==> config.mk <==
export PLATFORM = sky130hd
export DESIGN_NAME = ctlreg_window_bridge
export DESIGN_NICKNAME = d
export VERILOG_FILES = /design/src/rtl/ctlreg_window_bridge.sv
export SDC_FILE = /design/constraint.sdc
export NUM_CORES = 1
export LEC_CHECK = 0
export BUFFER_PORTS_ARGS = -buffer_cell sky130_fd_sc_hd__buf_2
export CAP_MARGIN = 30
export CELL_PAD_IN_SITES_DETAIL_PLACEMENT = 1
export CELL_PAD_IN_SITES_GLOBAL_PLACEMENT = 2
export CORE_MARGIN = 1
export CORE_UTILIZATION = 24
export CTS_BUF_LIST = sky130_fd_sc_hd__clkbuf_16
export CTS_CLUSTER_SIZE = 8
export DETAILED_ROUTE_END_ITERATION = 8
export PLACE_DENSITY = 0.81
export SYNTH_ARGS = -nofsm -noshare
export SYNTH_HDL_FRONTEND = slang
export SYNTH_SLANG_ARGS = --single-unit
==> constraint.sdc <==
create_clock -name clk -period 1.62 [get_ports clk]
set_clock_uncertainty 0.05 [all_clocks]
set_input_delay 0.324 -clock clk [delete_from_list [all_inputs] [get_ports clk]]
set_output_delay 0.324 -clock clk [all_outputs]
set_load 0.01 [all_outputs]
==> src/rtl/ctlreg_window_bridge.sv <==
module ctlreg_window_bridge #(
  parameter int AW  = 32,
  parameter int DW  = 32,
  parameter int RAW = 10,
  parameter int TMO = 64
) (
  input  logic              clk,
  input  logic              rst_n,
  input  logic [AW-1:RAW+2] win_base,
  input  logic              bus_req,
  input  logic              bus_we,
  input  logic [AW-1:0]     bus_addr,
  input  logic [1:0]        bus_size,
  input  logic              bus_burst,
  input  logic [DW-1:0]     bus_wdata,
  output logic              bus_done,
  output logic              bus_err,
  output logic [DW-1:0]     bus_rdata,
  output logic [RAW-1:0]    crb_addr,
  output logic [DW-1:0]     crb_wdata,
  input  logic [DW-1:0]     crb_rdata,
  output logic              crb_rd,
  output logic              crb_wr,
  input  logic              crb_ack,
  output logic              tmo_flag
);
  localparam int WB = RAW + 2;
  localparam int CW = (TMO > 1) ? $clog2(TMO) : 1;
  localparam logic [CW-1:0] CLAST = CW'(TMO - 1);

  typedef enum logic [1:0] {S_IDLE, S_BUSY, S_DONE} st_t;
  st_t st;
  logic [CW-1:0] cnt;

  logic hit, bad, strobe;
  assign hit    = bus_addr[AW-1:WB] == win_base;
  assign bad    = (bus_addr[1:0] != 2'b00) || (bus_size != 2'b10) || bus_burst;
  assign strobe = crb_rd | crb_wr;

  always_ff @(posedge clk or negedge rst_n) begin
    if (!rst_n) begin
      st <= S_IDLE; cnt <= '0;
      bus_done <= 1'b0; bus_err <= 1'b0; bus_rdata <= '0;
      crb_addr <= '0; crb_wdata <= '0; crb_rd <= 1'b0; crb_wr <= 1'b0;
      tmo_flag <= 1'b0;
    end else begin
      case (st)
        S_IDLE:
          if (bus_req && hit) begin
            if (bad) begin
              st <= S_DONE; bus_done <= 1'b1; bus_err <= 1'b1; bus_rdata <= '0;
            end else begin
              st <= S_BUSY; cnt <= '0;
              crb_addr  <= bus_addr[WB-1:2];
              crb_wdata <= bus_wdata;
              crb_rd    <= !bus_we;
              crb_wr    <= bus_we;
            end
          end
        S_BUSY:
          if (crb_ack) begin
            st <= S_DONE; crb_rd <= 1'b0; crb_wr <= 1'b0;
            bus_done <= 1'b1; bus_err <= 1'b0;
            bus_rdata <= crb_rd ? crb_rdata : '0;
          end else if (cnt == CLAST) begin
            st <= S_DONE; crb_rd <= 1'b0; crb_wr <= 1'b0;
            bus_done <= 1'b1; bus_err <= 1'b1; bus_rdata <= '0;
            tmo_flag <= 1'b1;
          end else begin
            cnt <= cnt + 1'b1;
          end
        default: begin
          st <= S_IDLE; bus_done <= 1'b0; bus_err <= 1'b0;
        end
      endcase
    end
  end

  a_r2_one_strobe: assert property (@(posedge clk) disable iff (!rst_n)
    !(crb_rd && crb_wr));
  a_r1_outside_ignored: assert property (@(posedge clk) disable iff (!rst_n)
    (st == S_IDLE && bus_req && !hit) |=> (!strobe && !bus_done));
  a_r5_reject_no_cycle: assert property (@(posedge clk) disable iff (!rst_n)
    (st == S_IDLE && bus_req && hit && bad) |=> (!strobe && bus_done && bus_err));
  a_r4_hold_until_ack: assert property (@(posedge clk) disable iff (!rst_n)
    (strobe && !crb_ack && st == S_BUSY && cnt != CLAST) |=>
      (strobe && $stable(crb_addr) && $stable(crb_wdata)));
  a_r4_drop_after_ack: assert property (@(posedge clk) disable iff (!rst_n)
    (strobe && crb_ack) |=> (!strobe && bus_done && !bus_err));
  a_r4_done_pulse: assert property (@(posedge clk) disable iff (!rst_n)
    bus_done |=> (!bus_done && !strobe));
  a_r6_timeout_end: assert property (@(posedge clk) disable iff (!rst_n)
    (strobe && !crb_ack && cnt == CLAST) |=> (!strobe && bus_err && tmo_flag));
  a_r8_flag_sticky: assert property (@(posedge clk) disable iff (!rst_n)
    tmo_flag |=> tmo_flag);
endmodule

==> results by group <==
Power
  – Cell Int Power: ~4.0 mW
  – Sw Pwr: around 1.0 mW
  – Logic pwr share: 6.1%
  – Share of power burned in registers: 43.2%
  – Final Total Pwr: between 5 and 6 mW
  – Switching share of power: approximately a fifth
  – PD cells: 881 nW/um2
  – Clock power share: 50.8%
  – Leak pwr: roughly 3.2 nW
  – Peak supply drop: 468 uV

STA
  – Fin crit share: 115%
  – Unrepaired setup endpoints after global routing: yes
  – Final min period: around 1.9 ns
  – Slew @ Worst Pin: just under 0.5 ns
  – Rel. slew slack: between 60% and 70%
  – Final setup viols: 87
  – Final hold violation count: 0
  – Fin. max-slew vios: 0
  – Setup slack after layout: -0.238 ns
  – Fmax: 0.538 GHz

Floorplanning
  – Core Region: around 15000 um2
  – DIE HEIGHT: roughly 120 um
  – Io pins: between 200 and 250
  – Starting density of the core: roughly a quarter
  – Full die area: 15400 um2
  – Die W: 124 um
  – Num rows: 44

Critical path
  – WP data required: 1.84 ns
  – CP Class: reg -> reg
  – Worst setup path startpoint: cnt[1]
  – Startpoint Class: flip-flop
  – CP max FO: 4
  – Arr. time, crit path: 2.08 ns
  – Worst path max stage delay: 0.41 ns
  – FF-to-FF Start: cnt[1]
  – CP endpoint kind: flip-flop
  – CP max-delay cell: dfrtp_1
  – CP Cell Sequence: ha_4 -> a31oi_4 -> a21oi_2 -> buf_4 -> nand2_4 -> o31a_1 -> buf_6 -> clkbuf_16 -> a22o_1

GRT
  – Met1 usage: between 10% and 20%
  – M2 GR Usage: ~23%
  – Initial antenna violation count: 0
  – Largest net degree at the start of global routing: 88
  – Vias in the first global route: 3286
  – Met3 usage: slightly above 4%
  – Overall Global Routing Usage: between 10% and 20%
  – First-pass GRT wire length: about 16000 um
  – Gr ovfl total: 0
  – Grt peak-use layer: met2

Synthesis
  – Syn_area_per_cell: between 10 and 15 um2
  – Synth cell types: 35
  – YS warnings: 0
  – Seq/Total Area, Yosys: around three fifths
  – Synth Register Bits: between 80 and 90
  – Cells after Synth: between 200 and 300
  – Ys async rst share: 100%
  – Post-synth EDFFs: 0
  – Synth Flop Type: dfrtp_1
  – Synthesized area: 3580 um2
  – Mapped Nets: around 380

Final layout
  – Final core utilization: 39.3%
  – Synthesis-to-finish area growth: 59.5%
  – Multi-input combinational cell area: 1450 um2
  – Fill count: 1623
  – Fin nets: roughly 620
  – Fraction of layout cells with a size suffix above 1: 64.9%
  – Register area: about 2200 um2
  – Ant diodes: 0

Detailed routing
  – DR iter-0 viols: between 50 and 60
  – Vias after detailed routing: just over 3000
  – DR vias/cell: about 4.5
  – Routed WL per cell: ~16 um
  – Drt drc: 0
  – Post-route antenna net violation count: 0
  – Final wirelength: ~11000 um
  – First drt pass iteration count: 4

Clock network
  – Clk root buf: clkbuf_16
  – Worst-path clk slew: 0.07 ns
  – Bufs on Longest Clock Path: 2
  – CTS H-tree depth: 3
  – Clk Latency, worst-skew pair: 0.34 ns
  – CTS tree: done
  – Total CTS buffers: 9
  – Clock sinks: between 80 and 90

Status
  – Status: finished with violations
  – Violated checks: setup timing

Placement
  – IO buf count: between 200 and 250
  – Detailed placement HPWL: ~7500 um
  – Worst slack at placement: -0.512 ns
  – RD Place Congestion: around 0.74

Worst hold path
  – Min-delay src: bus_we
  – Hold WC Path Type: in -> reg

Job
  – Max Cap Violations: 0
[logic make-up (layout without fill, tap and decap cells)]
kind of cell             after synthesis  in the layout  synth area share, %
AO/OA/AOI/OAI                         48             48                 10.9
XOR/XNOR                              20             20                 4.89
adder cells (fa/ha/maj)                1              1                0.349
buffers and inverters                 18            265                 2.86
flip-flops                            87             87                 60.8
multiplexers                          43             43                 13.5
AND/OR/NAND/NOR                       40             40                 6.71
[worst max-delay path, delay by kind of cell (launching register included)]
family,cells,cell delay (ns)
compound gates,4,0.60
fa+ha+maj,1,0.18
buf+inv,3,0.47
flops,1,0.41
simple gates,1,0.06
[per-layer routing]
layer	wire, um	part of all wire, %	vias up
met3	651	6.0	14
li1	-	-	1417
met1	4540	42	1520
met4	194	1.8	0
met2	5460	50	111
met5	0	0	-
[cells in the mapped netlist (2+ instances only)]
cell type / number / area share [%]
clkbuf_1: 4 / 0.42
a22o_1: 33 / 8.1
nor3b_1: 2 / 0.42
dfrtp_1: 87 / 61
and3_1: 2 / 0.35
buf_6: 4 / 1.3
buf_2: 4 / 0.56
xnor2_1: 17 / 4.2
xor2_1: 3 / 0.73
nand4_1: 5 / 0.87
nand2b_1: 2 / 0.35
nor2_1: 2 / 0.21
a31oi_1: 5 / 0.87
nor3_1: 3 / 0.42
mux2_2: 42 / 13
o21ai_0: 4 / 0.56
nand3_1: 7 / 0.98
nand2_1: 9 / 0.94
inv_1: 6 / 0.63
[final timing paths]
path | to | slack (ns) | depth (start not counted)
worst max-delay path | bus_rdata[6] | -0.24 | 9
worst min-delay path | crb_rd | 0.13 | 2
worst max register to register | bus_rdata[6] | -0.24 | 9
worst min register to register | tmo_flag | 0.43 | 1
max in group asynchronous | cnt[4] | 0.64 | 3
min in group asynchronous | crb_wdata[14] | 0.50 | 3
[cells in the final DEF, fill, tap and decap left out, drive strengths merged]
cell / Yosys / final
a22o: 33 / 33
dlygate4sd3: 0 / 1
nand4: 6 / 6
a21oi: 1 / 1
o31a: 1 / 1
buf: 8 / 241
nand2: 10 / 10
nor2b: 1 / 1
xnor2: 17 / 17
bufinv: 0 / 4
a21o: 1 / 1
clkbuf: 4 / 10
xor2: 3 / 3
nor3b: 2 / 2
inv: 6 / 7
nor4: 3 / 3
mux2i: 1 / 1
o211ai: 1 / 1
o21bai: 1 / 1
dfrtp: 87 / 87
ha: 1 / 1
or2: 1 / 1
a211o: 1 / 1
nand2b: 2 / 2
a31oi: 5 / 5
mux2: 42 / 42
nor3: 3 / 3
clkinv: 0 / 2
and2: 1 / 1
o21ai: 4 / 4
and3: 2 / 2
nand3: 7 / 7
nor2: 2 / 2
[layout make-up]
type                    count  area share, %
clock inverters             7           2.50
inverters                   6          0.394
flip-flops and latches     87           38.1
multi-input cells         152           25.3
repair buffers            243           25.7
clock buffers               9           3.94
well taps                 184           4.03
[sequential cells by signal, summed over array words and instances (netlist names)]
| name | flops |
|---|---|
| cnt | 6 |
| crb_addr | 10 |
| bus_rdata | 32 |
| crb_rd | 1 |
| crb_wr | 1 |
| bus_done | 1 |
| bus_err | 1 |
| st | 2 |
| tmo_flag | 1 |
| crb_wdata | 32 |
[timing repair]
action                                  CTS  global route
pin swaps                                11            13
endpoints found under the setup margin   85            87
cloned                                    3             1
hold buffers                              1             0
hold endpoints to repair                 50             0
buffers inserted                          7             3
gates resized for setup                  22            11
[metrics by stage]
stage	instance area, um2	cells	setup TNS [ns]	hold slack (ns)
2_1_floorplan	3630	257	-17.24	-0.0216
3_3_place_gp	5040	658	-32.09	0.349
3_5_place_dp	5040	658	-37.15	0.358
4_1_cts	5620	685	-11.85	0.121
5_1_grt	5710	688	-19.32	0.136
6_report	5710	688	-11.21	0.132
[power groups by stage]
stage | logic [mW] | registers (mW) | clock network [mW]
floorplan | 0.0651 | 2.22 | 0
CTS | 0.308 | 2.17 | 2.64
global placement | 0.283 | 2.21 | 0
detailed placement | 0.296 | 2.21 | 0
finish | 0.305 | 2.17 | 2.56
global route | 0.339 | 2.17 | 2.72
No activity file was read; power rests on OpenSTA's default activity.
